## config.mk

```make
export PLATFORM = sky130hd
export DESIGN_NAME = uart_rx_tmo_det
export DESIGN_NICKNAME = d
export VERILOG_FILES = /design/src/rtl/uart_tmo_pkg.sv /design/src/rtl/tmo_target_calc.sv /design/src/rtl/tmo_arm_ctrl.sv /design/src/rtl/tmo_counter.sv /design/src/rtl/tmo_flag.sv /design/src/rtl/uart_rx_tmo_det.sv
export SDC_FILE = /design/constraint.sdc
export NUM_CORES = 1
export LEC_CHECK = 0
export ABC_AREA = 0
export CORE_AREA = 2 2 64 66
export CTS_BUF_LIST = sky130_fd_sc_hd__clkbuf_16
export DETAILED_ROUTE_END_ITERATION = 16
export DIE_AREA = 0 0 66 68
export HOLD_SLACK_MARGIN = 0.12
export PLACE_DENSITY_LB_ADDON = 0.15
export SYNTH_ARGS = -nofsm -noshare
export SYNTH_HDL_FRONTEND = slang
export SYNTH_HIERARCHICAL = 1
export SYNTH_SLANG_ARGS = --single-unit
```

## constraint.sdc

```tcl
create_clock -name clk -period 4.7 [get_ports clk]
set_input_delay 0.705 -clock clk [delete_from_list [all_inputs] [get_ports clk]]
set_output_delay 0.705 -clock clk [all_outputs]
set_load 0.005 [all_outputs]
```

## src/rtl/uart_tmo_pkg.sv

```systemverilog
package uart_tmo_pkg;

   typedef enum logic [1:0] {
      WLEN_5 = 2'd0,
      WLEN_6 = 2'd1,
      WLEN_7 = 2'd2,
      WLEN_8 = 2'd3
   } wlen_e;

   localparam int unsigned MIN_WLEN   = 5;
   localparam int unsigned MAX_WLEN   = 8;
   localparam int unsigned TICKS_CHAR = 8;

   // base ticks for a given word length in bits
   function automatic int unsigned base_ticks(input int unsigned bits);
      return (bits * 7 - 2) * TICKS_CHAR;
   endfunction

   // largest possible target for a FIFO count field of cnt_w bits
   function automatic int unsigned max_target(input int unsigned cnt_w);
      return base_ticks(MAX_WLEN) + ((1 << cnt_w) - 1) * TICKS_CHAR + 1;
   endfunction

endpackage

```

## src/rtl/tmo_target_calc.sv

```systemverilog
module tmo_target_calc
   import uart_tmo_pkg::*;
#(
   parameter int CNT_W      = 5,
   parameter int TMO_W      = 10,
   parameter bit BASE_TABLE = 1'b0
) (
   input  logic [1:0]       word_len,
   input  logic [CNT_W-1:0] trig_lvl,
   input  logic [CNT_W-1:0] char_cnt,
   output logic [TMO_W-1:0] target
);

   localparam int SHIFT = $clog2(TICKS_CHAR);

   logic [TMO_W-1:0] base;
   logic [CNT_W-1:0] deficit;
   logic [TMO_W-1:0] occ_term;

   generate
      if (BASE_TABLE) begin : g_table
         always_comb begin
            unique case (wlen_e'(word_len))
               WLEN_5:  base = TMO_W'(base_ticks(5));
               WLEN_6:  base = TMO_W'(base_ticks(6));
               WLEN_7:  base = TMO_W'(base_ticks(7));
               default: base = TMO_W'(base_ticks(8));
            endcase
         end
      end else begin : g_arith
         logic [TMO_W-1:0] bits;
         always_comb begin
            bits = TMO_W'(word_len) + TMO_W'(MIN_WLEN);
            base = ((bits << 3) - bits - TMO_W'(2)) << SHIFT;
         end
      end
   endgenerate

   always_comb begin
      deficit  = (trig_lvl > char_cnt) ? (trig_lvl - char_cnt) : '0;
      occ_term = (TMO_W'(deficit) << SHIFT) + TMO_W'(1);
      target   = base + occ_term;
   end

endmodule

```

## src/rtl/tmo_arm_ctrl.sv

```systemverilog
module tmo_arm_ctrl #(
   parameter int CNT_W = 5
) (
   input  logic [CNT_W-1:0] char_cnt,
   input  logic             push,
   input  logic             pop,
   input  logic             fifo_rst,
   output logic             restart
);

   logic empty;

   always_comb begin
      empty   = (char_cnt == '0);
      restart = fifo_rst | push | pop | empty;
   end

endmodule

```

## src/rtl/tmo_counter.sv

```systemverilog
module tmo_counter #(
   parameter int TMO_W = 10
) (
   input  logic             clk,
   input  logic             rst_n,
   input  logic             restart,
   input  logic             tick,
   input  logic [TMO_W-1:0] target,
   output logic [TMO_W-1:0] count,
   output logic             hit
);

   logic [TMO_W:0] next_val;
   logic           reached;

   always_comb begin
      next_val = {1'b0, count} + {{TMO_W{1'b0}}, 1'b1};
      reached  = (next_val >= {1'b0, target});
      hit      = tick & ~restart & reached;
   end

   always_ff @(posedge clk or negedge rst_n) begin
      if (!rst_n)
         count <= '0;
      else if (restart)
         count <= '0;
      else if (tick && !reached)
         count <= next_val[TMO_W-1:0];
   end


   no_tick_hold_chk: assert property (@(posedge clk) disable iff (!rst_n)
      (!tick && !restart) |=> $stable(count));

endmodule

```

## src/rtl/tmo_flag.sv

```systemverilog
module tmo_flag (
   input  logic clk,
   input  logic rst_n,
   input  logic fifo_rst,
   input  logic hit,
   input  logic rbr_rd,
   output logic pend
);

   always_ff @(posedge clk or negedge rst_n) begin
      if (!rst_n)
         pend <= 1'b0;
      else if (fifo_rst || rbr_rd)
         pend <= 1'b0;
      else if (hit)
         pend <= 1'b1;
   end


   read_clear_chk: assert property (@(posedge clk) disable iff (!rst_n)
      rbr_rd |=> !pend);

   pend_sticky_chk: assert property (@(posedge clk) disable iff (!rst_n)
      (pend && !rbr_rd && !fifo_rst) |=> pend);

   fifo_rst_clear_chk: assert property (@(posedge clk) disable iff (!rst_n)
      fifo_rst |=> !pend);

endmodule

```

## src/rtl/uart_rx_tmo_det.sv

```systemverilog
module uart_rx_tmo_det
   import uart_tmo_pkg::*;
#(
   parameter int CNT_W      = 5,
   parameter bit BASE_TABLE = 1'b0
) (
   input  logic             clk,
   input  logic             rst_n,
   input  logic             fifo_rst,
   input  logic             rclk_tick,
   input  logic [1:0]       word_len,
   input  logic [CNT_W-1:0] trig_lvl,
   input  logic [CNT_W-1:0] char_cnt,
   input  logic             push,
   input  logic             pop,
   input  logic             rbr_rd,
   output logic             tmo_pend
);

   localparam int unsigned TMO_MAX = max_target(CNT_W);
   localparam int          TMO_W   = $clog2(TMO_MAX + 1);

   generate
      if (CNT_W < 1 || CNT_W > 12) begin : g_bad_cnt_w
         $error("uart_rx_tmo_det: CNT_W must lie in 1..12");
      end
   endgenerate

   logic             restart;
   logic [TMO_W-1:0] target;
   logic [TMO_W-1:0] count;
   logic             hit;

   tmo_target_calc #(
      .CNT_W      (CNT_W),
      .TMO_W      (TMO_W),
      .BASE_TABLE (BASE_TABLE)
   ) u_target (
      .word_len (word_len),
      .trig_lvl (trig_lvl),
      .char_cnt (char_cnt),
      .target   (target)
   );

   tmo_arm_ctrl #(
      .CNT_W (CNT_W)
   ) u_arm (
      .char_cnt (char_cnt),
      .push     (push),
      .pop      (pop),
      .fifo_rst (fifo_rst),
      .restart  (restart)
   );

   tmo_counter #(
      .TMO_W (TMO_W)
   ) u_cnt (
      .clk     (clk),
      .rst_n   (rst_n),
      .restart (restart),
      .tick    (rclk_tick),
      .target  (target),
      .count   (count),
      .hit     (hit)
   );

   tmo_flag u_flag (
      .clk      (clk),
      .rst_n    (rst_n),
      .fifo_rst (fifo_rst),
      .hit      (hit),
      .rbr_rd   (rbr_rd),
      .pend     (tmo_pend)
   );


   empty_hold_chk: assert property (@(posedge clk) disable iff (!rst_n)
      (char_cnt == '0) |=> (count == '0));

   restart_chk: assert property (@(posedge clk) disable iff (!rst_n)
      (push || pop) |=> (count == '0));

   target_range_chk: assert property (@(posedge clk) disable iff (!rst_n)
      (target > TMO_W'(base_ticks(MIN_WLEN))) && (target <= TMO_W'(TMO_MAX)));

   rise_needs_tick_chk: assert property (@(posedge clk) disable iff (!rst_n)
      $rose(tmo_pend) |-> $past(rclk_tick));

endmodule

```

==> impl_results.md <==
* Outcome: finished clean
* Tmin final at 4.51 ns
* DRC at 0
* Comb pwr share at 0.395
* Gr ovfl total at 0
* Die Span Y at slightly below 70 um
* Slew HR at 0.440
* WL per Instance at ~12 um
* Synth warn at 6
* CTS tree: yes
* Worst Path Max Fanout at 7
* Hold buffer count at cts at 0
* Endpoint arrival time on the critical path at between 4 and 5 ns
* Post-route cell area at ~2000 um2
* Clk pwr share at 0.369
* Hpwl dp at roughly 2.6 mm
* CP top delay family: compound AO/OA/AOI/OAI gates
* Largest net degree at the start of global routing at 16
* DRT Pass-1 Iters at 4
* Leakage power at about 0.93 nW
* Critical Path Max Stage Delay at ~0.48 ns
* WS Path Type: input pin to flop
* Crit-path cells: clkdlybuf4s50_1, inv_1, ha_1, nand2b_1, a21oi_2, a31oi_4, nor3_1, ha_1, a211oi_2, nor2_1, nor2_1, xnor2_1, inv_1, ha_1, a21o_1, a41oi_4, buf_6, o211ai_4, nor2_2, mux2_4
* Post-synth top area share at 0.216
* Peak supply drop at ~0.00017 V
* Sequential-to-total area share from yosys stat at 0.190
* Critical-path top delay cell: clkdlybuf4s50_1
* Vias/cell at between 5 and 6
* Die width at 66 um
* Syn-to-layout area delta at 37.1%
* Cell mode on critical path: ha_1
* Final Hold Vio Count at 0
* Root buf cell: clkbuf_16
* Number of distinct library cells after synthesis at a little over 40
* Fin Clk Skew at around 0.0015 ns
* Non-Filler Instances at ~260
* Worst hold path class: flop to flop
* Post-Synthesis Cells at approximately 180
* Startpoint Class: input pin
* Global Route Usage Sum at 0.147
* Yosys reg bits at 11
* Worst Tran Pin Value at ~0.83 ns
* Dpl cell area at ~1800 um2
* Syn Area/Cell at approximately 8.3 um2
* Final setup violation count at 0
* Sequential power share at 0.236
* CTS Buf Count at 3
* Buffers on Ports at 19
* Vias in the first global route at approximately 1300
* P_int at 0.000286 W
* Crit end category: flop
* Synth top area cells: ha_1 (22%), dfrtp_1 (19%), a21oi_1 (5.9%)
* Final nets at 259
* Met2 Usage GRT at 0.277
* Diode count at 0
* Cell area power density at 204 nW/um2
* Final antenna-violating net count at 0
* WP data required at between 4 and 5 ns
* Placed insts at roughly 250
* Met1 Track Usage GR at 0.183
* Layout cells sized above 1 at 0.193
* Critical path buffers and inverters at 4
* Drt total wl at between 3 and 4 mm
* CORE AREA at roughly 3900 um2
* Iter 0 DRT Violations at 59
* Max_cap viols at 0
* Switching pwr at approximately 0.00012 W
* Synth Cell Area at between 1000 and 1500 um2
* Max frequency at ~220 MHz
* Clock buffer depth at 2
* GPL Wtd Cong at 0.790
* TritonCTS sink count at 11
* Fillers at a little under 400
* H-tree levels at 1
* Finished Core Util at 0.516
* Initial cell density of the core at 0.376
* Num ports at 20
* M3 GR Usage at 0.0362
* Busiest grt layer: met2
* Initial antenna violation count at 0
* Yosys top cell by area: ha_1
* Sw frac at 0.297
* Vias at between 1000 and 1500
* Clk pin slew, worst setup/hold paths at 0.04 ns
* First-pass GRT wire length at about 5.2 mm
* Final period utilization at 0.959
* Clk_lat worst skew at about 0.23 ns
* Max Slew Vio Count at 0
* Die area at about 4500 um2
* Core Rows at 23
## worst reg2reg max path, stage by stage, from the launching register on
cell      delay, ns
dfrtp_1        0.42
ha_1           0.26
nand3_2        0.18
nor2_4         0.22
nand2_1        0.11
xnor2_1        0.26
ha_4           0.25
a21o_1         0.16
a21o_1         0.20
a41oi_4        0.26
buf_6          0.14
o211ai_4       0.11
nor2_2         0.13
mux2_4         0.30
## logic make-up (layout without fill, tap and decap cells)
logic type,after synthesis,in the layout,synth area share
multiplexers,2,2,0.0172
other,2,3,0.00517
buffers and inverters,25,60,0.0776
AND/OR/NAND/NOR,48,48,0.184
flip-flops,11,11,0.190
adder cells (fa/ha/maj),27,27,0.243
XOR/XNOR,16,16,0.0966
AO/OA/AOI/OAI,44,45,0.187
## final cells by class
cell class | instances | area [um2] | share of cell area
well taps | 50 | 62.6 | 0.0314
repair buffers | 36 | 322 | 0.162
multi-input cells | 141 | 1180 | 0.591
flip-flops and latches | 11 | 275 | 0.138
clock inverters | 1 | 3.75 | 0.00189
clock buffers | 3 | 75.1 | 0.0377
inverters | 20 | 75.1 | 0.0377
## path summary, 6_finish.rpt
kind / endpoint / startpoint / slack [ns] / cells after the start
setup reg to reg: u_cnt/count[3]$_DFFE_PN0P_ / u_cnt/count[0]$_DFFE_PN0P_ / 1.58 / 13
setup / recovery: u_cnt/count[3]$_DFFE_PN0P_ / char_cnt[1] / 0.19 / 20
hold / removal: u_flag/pend$_DFFE_PN0P_ / u_flag/pend$_DFFE_PN0P_ / 0.53 / 2
max in group asynchronous: u_flag/pend$_DFFE_PN0P_ / rst_n / 3.54 / 1
hold reg to reg: u_flag/pend$_DFFE_PN0P_ / u_flag/pend$_DFFE_PN0P_ / 0.53 / 2
min in group asynchronous: u_cnt/count[3]$_DFFE_PN0P_ / rst_n / 0.82 / 1
## metrics by stage
step | TNS, ns | power [W] | hold slack (ns) | setup WS (ns)
after global routing | -0.00979 | 0.000440 | 0.575 | -0.00596
after CTS | 0 | 0.000395 | 0.542 | 0.0533
after floorplan | 0 | 0.000189 | 0.409 | 0.515
final | 0 | 0.000407 | 0.533 | 0.191
after detailed placement | -1.98 | 0.000240 | 0.536 | -0.266
after global placement | -0.987 | 0.000234 | 0.532 | -0.166
## metal layers
layer / part of all wire / up-vias
li1: - / 680
met3: 0.030 / 0
met1: 0.45 / 615
met2: 0.52 / 20
met5: 0 / -
met4: 0 / 0
## placed cells by master, fill, tap and decap left out, types with 2 or more instances in the layout
cell,Yosys,routed
o211ai_4,0,2
clkdlybuf4s50_1,0,19
nand3_2,2,2
ha_1,25,24
xnor2_1,9,9
o21ai_0,11,11
a21oi_1,17,13
clkbuf_16,0,3
nor2_1,13,13
xor2_1,7,7
dfrtp_1,11,11
nor2_2,2,2
conb_1,2,3
a21oi_2,1,5
nor3_1,2,2
a21o_1,6,6
or3_1,7,7
nand2_1,7,7
buf_4,3,16
nor2b_1,2,2
or4_1,2,2
nand3_1,3,3
inv_1,20,21
## sequential cells by signal, summed over array words and instances (netlist names)
signal       cells
u_cnt/count     10
u_flag/pend      1
## power groups by stage
stage | clock network [W] | registers (W) | logic [W]
floorplan | 0 | 0.0000971 | 0.0000920
global placement | 0 | 0.0000971 | 0.000137
detailed placement | 0 | 0.0000972 | 0.000142
CTS | 0.000154 | 0.0000958 | 0.000145
global route | 0.000163 | 0.0000958 | 0.000181
finish | 0.000150 | 0.0000958 | 0.000161
## cell usage after synthesis
master,instances
nor4_1,1
clkbuf_1,1
and2_1,1
a211oi_1,2
o211ai_1,1
or4_1,2
o21ai_0,11
dfrtp_1,11
a41oi_2,1
nor3b_1,1
o31ai_1,1
fa_1,2
a21oi_1,17
nor2_1,13
xnor2_1,9
buf_4,3
a21o_1,6
mux2_4,1
nor2b_1,2
o211ai_2,1
buf_6,1
nand3_2,2
or3_1,7
o21ai_1,1
nand2_1,7
nor2_4,1
a21oi_2,1
and3b_1,1
nor3_2,1
mux2i_1,1
nand2b_1,1
inv_1,20
a31oi_1,1
xor2_1,7
conb_1,2
o21bai_1,1
nor2_2,2
nand3_1,3
nor3_1,2
ha_1,25
nand4_1,1
## what timing repair did
item,4_1_cts,5_1_grt
cloned,0,1
gates resized for setup,2,14
buffers inserted,0,3
pin swaps,0,7
endpoints found under the setup margin,1,11
No activity file was read; power rests on OpenSTA's default activity.
